File: src/rtl/gpio_bank_pkg.sv
package gpio_bank_pkg;

  typedef enum logic [3:0] {
    M_OFF         = 4'h0,
    M_IN          = 4'h1,
    M_IN_PULL     = 4'h2,
    M_IN_PULL_FLT = 4'h3,
    M_PP          = 4'h4,
    M_PP_DRV      = 4'h5,
    M_WOR         = 4'h6,
    M_WOR_PD      = 4'h7,
    M_WAND        = 4'h8,
    M_WAND_FLT    = 4'h9,
    M_WAND_PU     = 4'hA,
    M_WAND_PU_FLT = 4'hB,
    M_WAND_DRV    = 4'hC
  } pin_mode_e;

  typedef struct packed {
    logic out;
    logic oe;
    logic in_en;
    logic pull_en;
    logic pull_up;
    logic filt;
    logic drive;
  } pad_ctl_t;

  localparam int unsigned OFF_MODE_LO = 'h04;
  localparam int unsigned OFF_MODE_HI = 'h08;
  localparam int unsigned OFF_DOUT    = 'h0C;
  localparam int unsigned OFF_SET     = 'h10;
  localparam int unsigned OFF_CLR     = 'h14;
  localparam int unsigned OFF_DIN     = 'h1C;

endpackage

File: src/rtl/gpio_pin_dec.sv
module gpio_pin_dec
  import gpio_bank_pkg::*;
(
  input  logic [3:0] mode_i,
  input  logic       dout_i,
  output pad_ctl_t   ctl_o
);

  always_comb begin
    ctl_o = '0;
    case (mode_i)
      M_IN:          ctl_o.in_en = 1'b1;
      M_IN_PULL:     begin ctl_o.in_en = 1'b1; ctl_o.pull_en = 1'b1; ctl_o.pull_up = dout_i; end
      M_IN_PULL_FLT: begin
        ctl_o.in_en = 1'b1; ctl_o.pull_en = 1'b1; ctl_o.pull_up = dout_i; ctl_o.filt = 1'b1;
      end
      M_PP:          begin ctl_o.in_en = 1'b1; ctl_o.oe = 1'b1; ctl_o.out = dout_i; end
      M_PP_DRV:      begin
        ctl_o.in_en = 1'b1; ctl_o.oe = 1'b1; ctl_o.out = dout_i; ctl_o.drive = 1'b1;
      end
      M_WOR:         begin ctl_o.in_en = 1'b1; ctl_o.oe = dout_i; ctl_o.out = 1'b1; end
      M_WOR_PD:      begin
        ctl_o.in_en = 1'b1; ctl_o.oe = dout_i; ctl_o.out = 1'b1; ctl_o.pull_en = 1'b1;
      end
      M_WAND:        begin ctl_o.in_en = 1'b1; ctl_o.oe = ~dout_i; end
      M_WAND_FLT:    begin ctl_o.in_en = 1'b1; ctl_o.oe = ~dout_i; ctl_o.filt = 1'b1; end
      M_WAND_PU:     begin
        ctl_o.in_en = 1'b1; ctl_o.oe = ~dout_i; ctl_o.pull_en = 1'b1; ctl_o.pull_up = 1'b1;
      end
      M_WAND_PU_FLT: begin
        ctl_o.in_en = 1'b1; ctl_o.oe = ~dout_i; ctl_o.pull_en = 1'b1; ctl_o.pull_up = 1'b1;
        ctl_o.filt = 1'b1;
      end
      M_WAND_DRV:    begin ctl_o.in_en = 1'b1; ctl_o.oe = ~dout_i; ctl_o.drive = 1'b1; end
      default:       ctl_o = '0; // off and reserved codes
    endcase
  end

endmodule

File: src/rtl/gpio_sync.sv
module gpio_sync #(
  parameter int unsigned WIDTH = 96
) (
  input  logic             clk_i,
  input  logic             rst_ni,
  input  logic [WIDTH-1:0] d_i,
  output logic [WIDTH-1:0] q_o
);

  logic [WIDTH-1:0] meta_q, sync_q;

  always_ff @(posedge clk_i or negedge rst_ni) begin
    if (!rst_ni) begin
      meta_q <= '0;
      sync_q <= '0;
    end else begin
      meta_q <= d_i;
      sync_q <= meta_q;
    end
  end

  assign q_o = sync_q;

endmodule

File: src/rtl/gpio_port.sv
module gpio_port
  import gpio_bank_pkg::*;
#(
  parameter int unsigned PINS   = 16,
  parameter int unsigned ADDR_W = 9,
  parameter int unsigned BASE   = 0,
  parameter int unsigned STRIDE = 36
) (
  input  logic                  clk_i,
  input  logic                  rst_ni,
  input  logic                  req_i,
  input  logic                  we_i,
  input  logic [ADDR_W-1:0]     addr_i,
  input  logic [31:0]           wdata_i,
  output logic [31:0]           rdata_o,
  input  logic [PINS-1:0]       din_i,
  output logic [PINS*4-1:0]     mode_o,
  output logic [PINS-1:0]       dout_o
);

  localparam int unsigned HALF = PINS / 2;

  logic [PINS-1:0][3:0] mode_q;
  logic [PINS-1:0]      dout_q;
  logic [ADDR_W-1:0]    off;
  logic                 hit, wr;

  assign off = addr_i - ADDR_W'(BASE);
  assign hit = (addr_i >= ADDR_W'(BASE)) && (off < ADDR_W'(STRIDE));
  assign wr  = req_i && we_i && hit;

  always_ff @(posedge clk_i or negedge rst_ni) begin
    if (!rst_ni) begin
      mode_q <= '0;
      dout_q <= '0;
    end else if (wr) begin
      case (off)
        ADDR_W'(OFF_MODE_LO): for (int i = 0; i < HALF; i++) mode_q[i] <= wdata_i[4*i +: 4];
        ADDR_W'(OFF_MODE_HI): for (int i = 0; i < HALF; i++) mode_q[HALF+i] <= wdata_i[4*i +: 4];
        ADDR_W'(OFF_DOUT):    dout_q <= wdata_i[PINS-1:0];
        ADDR_W'(OFF_SET):     dout_q <= dout_q | wdata_i[PINS-1:0];
        ADDR_W'(OFF_CLR):     dout_q <= dout_q & ~wdata_i[PINS-1:0];
        default: ;
      endcase
    end
  end

  always_comb begin
    rdata_o = '0;
    if (hit) begin
      case (off)
        ADDR_W'(OFF_MODE_LO): for (int i = 0; i < HALF; i++) rdata_o[4*i +: 4] = mode_q[i];
        ADDR_W'(OFF_MODE_HI): for (int i = 0; i < HALF; i++) rdata_o[4*i +: 4] = mode_q[HALF+i];
        ADDR_W'(OFF_DOUT):    rdata_o[PINS-1:0] = dout_q;
        ADDR_W'(OFF_DIN):     rdata_o[PINS-1:0] = din_i;
        default: ;
      endcase
    end
  end

  assign mode_o = mode_q;
  assign dout_o = dout_q;

endmodule

File: src/rtl/gpio_bank.sv
module gpio_bank
  import gpio_bank_pkg::*;
#(
  parameter int unsigned NUM_PORTS = 6,
  parameter int unsigned PINS      = 16,
  parameter int unsigned ADDR_W    = 9,
  parameter int unsigned STRIDE    = 36
) (
  input  logic                          clk_i,
  input  logic                          rst_ni,
  input  logic                          req_i,
  input  logic                          we_i,
  input  logic [ADDR_W-1:0]             addr_i,
  input  logic [31:0]                   wdata_i,
  output logic [31:0]                   rdata_o,
  output logic                          rvalid_o,
  input  logic [NUM_PORTS*PINS-1:0]     pad_in_i,
  output logic [NUM_PORTS*PINS-1:0]     pad_out_o,
  output logic [NUM_PORTS*PINS-1:0]     pad_oe_o,
  output logic [NUM_PORTS*PINS-1:0]     in_en_o,
  output logic [NUM_PORTS*PINS-1:0]     pull_en_o,
  output logic [NUM_PORTS*PINS-1:0]     pull_up_o,
  output logic [NUM_PORTS*PINS-1:0]     filt_en_o,
  output logic [NUM_PORTS*PINS-1:0]     drive_o
);

  localparam int unsigned NPIN = NUM_PORTS * PINS;

  logic [NPIN-1:0]              sync_in, din_masked, dout_all;
  logic [NPIN*4-1:0]            mode_flat;
  logic [NUM_PORTS-1:0][31:0]   port_rd;
  logic [31:0]                  rd_mux, rdata_q;
  logic                         rvalid_q;

  gpio_sync #(.WIDTH(NPIN)) u_sync (
    .clk_i (clk_i),
    .rst_ni(rst_ni),
    .d_i   (pad_in_i),
    .q_o   (sync_in)
  );

  assign din_masked = sync_in & in_en_o;

  for (genvar p = 0; p < NUM_PORTS; p++) begin : g_port
    gpio_port #(
      .PINS  (PINS),
      .ADDR_W(ADDR_W),
      .BASE  (p * STRIDE),
      .STRIDE(STRIDE)
    ) u_port (
      .clk_i  (clk_i),
      .rst_ni (rst_ni),
      .req_i  (req_i),
      .we_i   (we_i),
      .addr_i (addr_i),
      .wdata_i(wdata_i),
      .rdata_o(port_rd[p]),
      .din_i  (din_masked[p*PINS +: PINS]),
      .mode_o (mode_flat[p*PINS*4 +: PINS*4]),
      .dout_o (dout_all[p*PINS +: PINS])
    );
  end

  for (genvar n = 0; n < NPIN; n++) begin : g_pin
    pad_ctl_t ctl;
    gpio_pin_dec u_dec (
      .mode_i(mode_flat[4*n +: 4]),
      .dout_i(dout_all[n]),
      .ctl_o (ctl)
    );
    assign pad_out_o[n] = ctl.out;
    assign pad_oe_o[n]  = ctl.oe;
    assign in_en_o[n]   = ctl.in_en;
    assign pull_en_o[n] = ctl.pull_en;
    assign pull_up_o[n] = ctl.pull_up;
    assign filt_en_o[n] = ctl.filt;
    assign drive_o[n]   = ctl.drive;
  end

  // at most one port decodes a given address
  always_comb begin
    rd_mux = '0;
    for (int p = 0; p < NUM_PORTS; p++) rd_mux = rd_mux | port_rd[p];
  end

  always_ff @(posedge clk_i or negedge rst_ni) begin
    if (!rst_ni) begin
      rdata_q  <= '0;
      rvalid_q <= 1'b0;
    end else begin
      rvalid_q <= req_i && !we_i;
      if (req_i && !we_i) rdata_q <= rd_mux;
    end
  end

  assign rdata_o  = rdata_q;
  assign rvalid_o = rvalid_q;

endmodule

File: config.mk
export PLATFORM = sky130hd
export DESIGN_NAME = gpio_bank
export DESIGN_NICKNAME = d
export VERILOG_FILES = /design/src/rtl/gpio_bank_pkg.sv /design/src/rtl/gpio_pin_dec.sv /design/src/rtl/gpio_sync.sv /design/src/rtl/gpio_port.sv /design/src/rtl/gpio_bank.sv
export SDC_FILE = /design/constraint.sdc
export NUM_CORES = 2
export LEC_CHECK = 0
export BUFFER_PORTS_ARGS = -buffer_cell sky130_fd_sc_hd__buf_2
export CAP_MARGIN = 20
export CORE_AREA = 2 2 325 327
export DETAILED_ROUTE_END_ITERATION = 10
export DIE_AREA = 0 0 327 329
export PLACE_DENSITY_LB_ADDON = 0.05
export SLEW_MARGIN = 10
export SYNTH_ARGS = -nofsm -noshare
export SYNTH_HDL_FRONTEND = slang
export SYNTH_SLANG_ARGS = --single-unit
export TNS_END_PERCENT = 10
File: constraint.sdc
create_clock -name clk_i -period 2.6 [get_ports clk_i]
set_clock_uncertainty 0.05 [all_clocks]
set_input_delay 0.13 -clock clk_i [delete_from_list [all_inputs] [get_ports clk_i]]
set_output_delay 0.13 -clock clk_i [all_outputs]
set_load 0.02 [all_outputs]
==> summary.txt <==
Status -> finished with violations
Failing checks -> negative hold slack
RSZ-0062 raised after global routing -> false
Boundary Pins -> 846
Critical Path RT -> 2.42 ns
Via/cell ratio -> 5.91
Max H-tree Level -> 3
Prevailing post-synth register cell -> dfrtp_1
Final setup vio count -> 0
Nets -> 5903
Initial DRC count -> 4555
PD cells -> 488 nW/um^2
Core ar. -> 104000 um^2
CTS clk-pin slew, worst paths -> 0.06 ns
Syn avg cell area -> 8.70 um^2
Synthesis-to-layout area growth -> 31.5%
Critical path arrival -> 2.34 ns
Max cap viols -> 0
Post-synthesis mux area share -> 6.73%
Later-pin clock latency in the skew report -> 0.67 ns
Die area -> 108000 um^2
Sequential area share after synthesis -> 43.4%
Slew at the pin with the worst max-slew slack -> 1.03 ns
Crit path max fanout -> 6
Synth Area in Compound Gates -> 21.2%
Detailed Route WL -> 209000 um
Total GRT Usage -> 37.4%
Seq cells post-synth -> 705
First-pass GRT wire length -> 289000 um
Fin worst setup slack -> 0.0781 ns
Final ANT Viol Nets -> 0
Pre-CTS setup slack -> -0.793 ns
Worst-case clock buffer depth -> 3
Simple-gate share of the synthesized area -> 19.5%
# Post-CTS Setup Buffers -> 0
Drt pass-1 iters -> 11
Post-Syn Nets -> 4825
Period utilization -> 97.0%
P_leak -> 26.6 nW
Kind of end point of the critical path -> output pin
Largest net degree at the start of global routing -> 78
Num CTS Buffers -> 83
DRC viols -> 0
PortBufs -> 845
Initial antenna violation count -> 20
Post-synth top area cell -> dfrtp_1
Row count -> 119
Share of the synthesized area in the top cell type -> 43.4%
Chip Width -> 327 um
GP Congestion -> 1.01
Setup crit start kind -> flop
Top-count cell post-synth -> dfrtp_1
Clk root buf -> clkbuf_16
Final hold viol count -> 2
Async set or reset register ratio after synthesis -> 100%
Max Clk Rate -> 397 MHz
Total grt overflow -> 0
Drt wl/cell -> 29.0 um
Synth cell types -> 87
Post-Synthesis Cell Area -> 40600 um^2
Ys Warns -> 0
VDD IR max -> 0.401 mV
Clock sink count -> 705
Largest family of logic cells by synthesized area -> compound AO/OA/AOI/OAI gates
Share of cells above drive strength 1 -> 30.5%
Xor/xnor share of the synthesized area -> 2.37%
Vias in the first global route -> 38800
Synth Area in Adders -> 0.493%
Worst Hold Slack -> -0.0146 ns
Starting Density -> 38.9%
Worst hold path type -> in2async
Synth top cells by count -> dfrtp_1 (705), nand2_1 (525), nor2_1 (452), clkbuf_1 (425), o21ai_0 (400)
Period minus WS final -> 2.52 ns
Count of flip-flops with a built-in enable after synthesis -> 0
Rel. slew slack -> 31.2%
Worst setup path class -> reg2out
Gate Count Post-Synth -> 4668
Main area contributors after synthesis -> dfrtp_1 (43%), mux2_2 (5.8%), o21ai_0 (4.9%)
Pins over their slew limit -> 0
CTS tree -> built
Vias post-DR -> 42600
Die height -> 329 um
Hpwl dp -> 162000 um
-- state kept, by name, summed over array words and instances, names as in the netlist --
name and flops:
g_port.u_port.dout_o 96, g_port.u_port.mode_o 384, rdata_o 32, rvalid_o 1
u_sync.meta_q 96, u_sync.q_o 96
-- where the power goes --
| group | switching [mW] | total, mW | internal [mW] |
|---|---|---|---|
| combinational | 1.63 | 2.45 | 0.816 |
| clock | 5.04 | 12.2 | 7.11 |
| sequential | 0.211 | 11.4 | 11.2 |
| total | 6.89 | 26.0 | 19.1 |
-- final cells by class --
class | instances | area, um^2
Antenna cell | 5 | 12.5
Clock inverter | 35 | 404
Sequential cell | 705 | 17600
Tap cell | 1391 | 1740
Inverter | 162 | 613
Clock buffer | 116 | 2380
Fill cell | 10100 | 51000
Timing Repair Buffer | 1481 | 10000
Multi-Input combinational cell | 3313 | 20600
-- final timing paths --
kind	slack [ns]	startpoint	cells after the start	endpoint
worst min register to register	0.29	u_sync.meta_q[84]	0	u_sync.q_o[84]
min in group clk_i	0.05	pad_in_i[39]	2	u_sync.meta_q[39]
max in group asynchronous	1.53	rst_ni	3	g_port[0].u_port.mode_o[33]
worst min-delay path	-0.01	rst_ni	2	u_sync.meta_q[52]
worst max register to register	0.12	g_port[4].u_port.mode_o[52]	6	rdata_o[13]
worst max-delay path	0.08	g_port[2].u_port.mode_o[49]	4	in_en_o[44]
-- layout by cell type, fill, tap and decap left out, types with 99 or more instances in the layout --
| master | count |
|---|---|
| o21ai_0 | 400 |
| a21oi_1 | 312 |
| nor3b_1 | 176 |
| dfrtp_1 | 705 |
| inv_1 | 160 |
| nor2_1 | 450 |
| buf_2 | 844 |
| and3_1 | 99 |
| nand2_1 | 525 |
| mux2_2 | 209 |
| dlygate4sd3_1 | 118 |
| buf_4 | 461 |
-- per-stage QoR --
| stage | power (mW) | std cells | TNS, ns | util (%) | cell area, um^2 |
|---|---|---|---|---|---|
| 2_1_floorplan | 12.3 | 4668 | 0 | - | 40600 |
| 3_3_place_gp | 13.9 | 6934 | -46.80 | 47.3 | 49400 |
| 3_5_place_dp | 13.9 | 6934 | -50.80 | 47.3 | 49400 |
| 4_1_cts | 26.1 | 7203 | 0 | 51.1 | 53300 |
| 5_1_grt | 26.7 | 7205 | 0 | 51.1 | 53400 |
| 6_report | 26.0 | 7208 | 0 | 51.1 | 53400 |
-- worst max-delay path, stage by stage, from the launching register on --
cell and delay, ns:
dfrtp_1 0.38, buf_4 0.17, o211a_1 0.22, nor2_1 0.60, buf_2 0.30
-- what timing repair did --
| item | 4_1_cts | 5_1_grt |
|---|---|---|
| resized for setup | 1 | 7 |
| hold buffers | 118 | 0 |
| pin swaps | 0 | 0 |
| endpoints found under the setup margin | 1 | 5 |
| hold endpoints to repair | 677 | 0 |
-- logic make-up (layout without fill, tap and decap cells) --
family	Yosys count	count (layout)
AOI/OAI and AO/OA	1320	1320
xor gates and xnor gates	106	106
adders and majority gates	16	16
buffers and inverters	650	1794
DFF	705	705
muxes	243	243
other	0	5
and+or+nand+nor	1628	1628
-- metal layers --
| metal | vias up | track usage (%) | wire length (um) |
|---|---|---|---|
| met1 | 21300 | 48.7 | 84800 |
| li1 | 18700 | - | - |
| met2 | 2148 | 61.2 | 97700 |
| met4 | 2 | 17.3 | 10500 |
| met3 | 382 | 6.08 | 16300 |
| met5 | - | 0 | 13 |
Note: power is estimated with default switching activity, not from simulation.
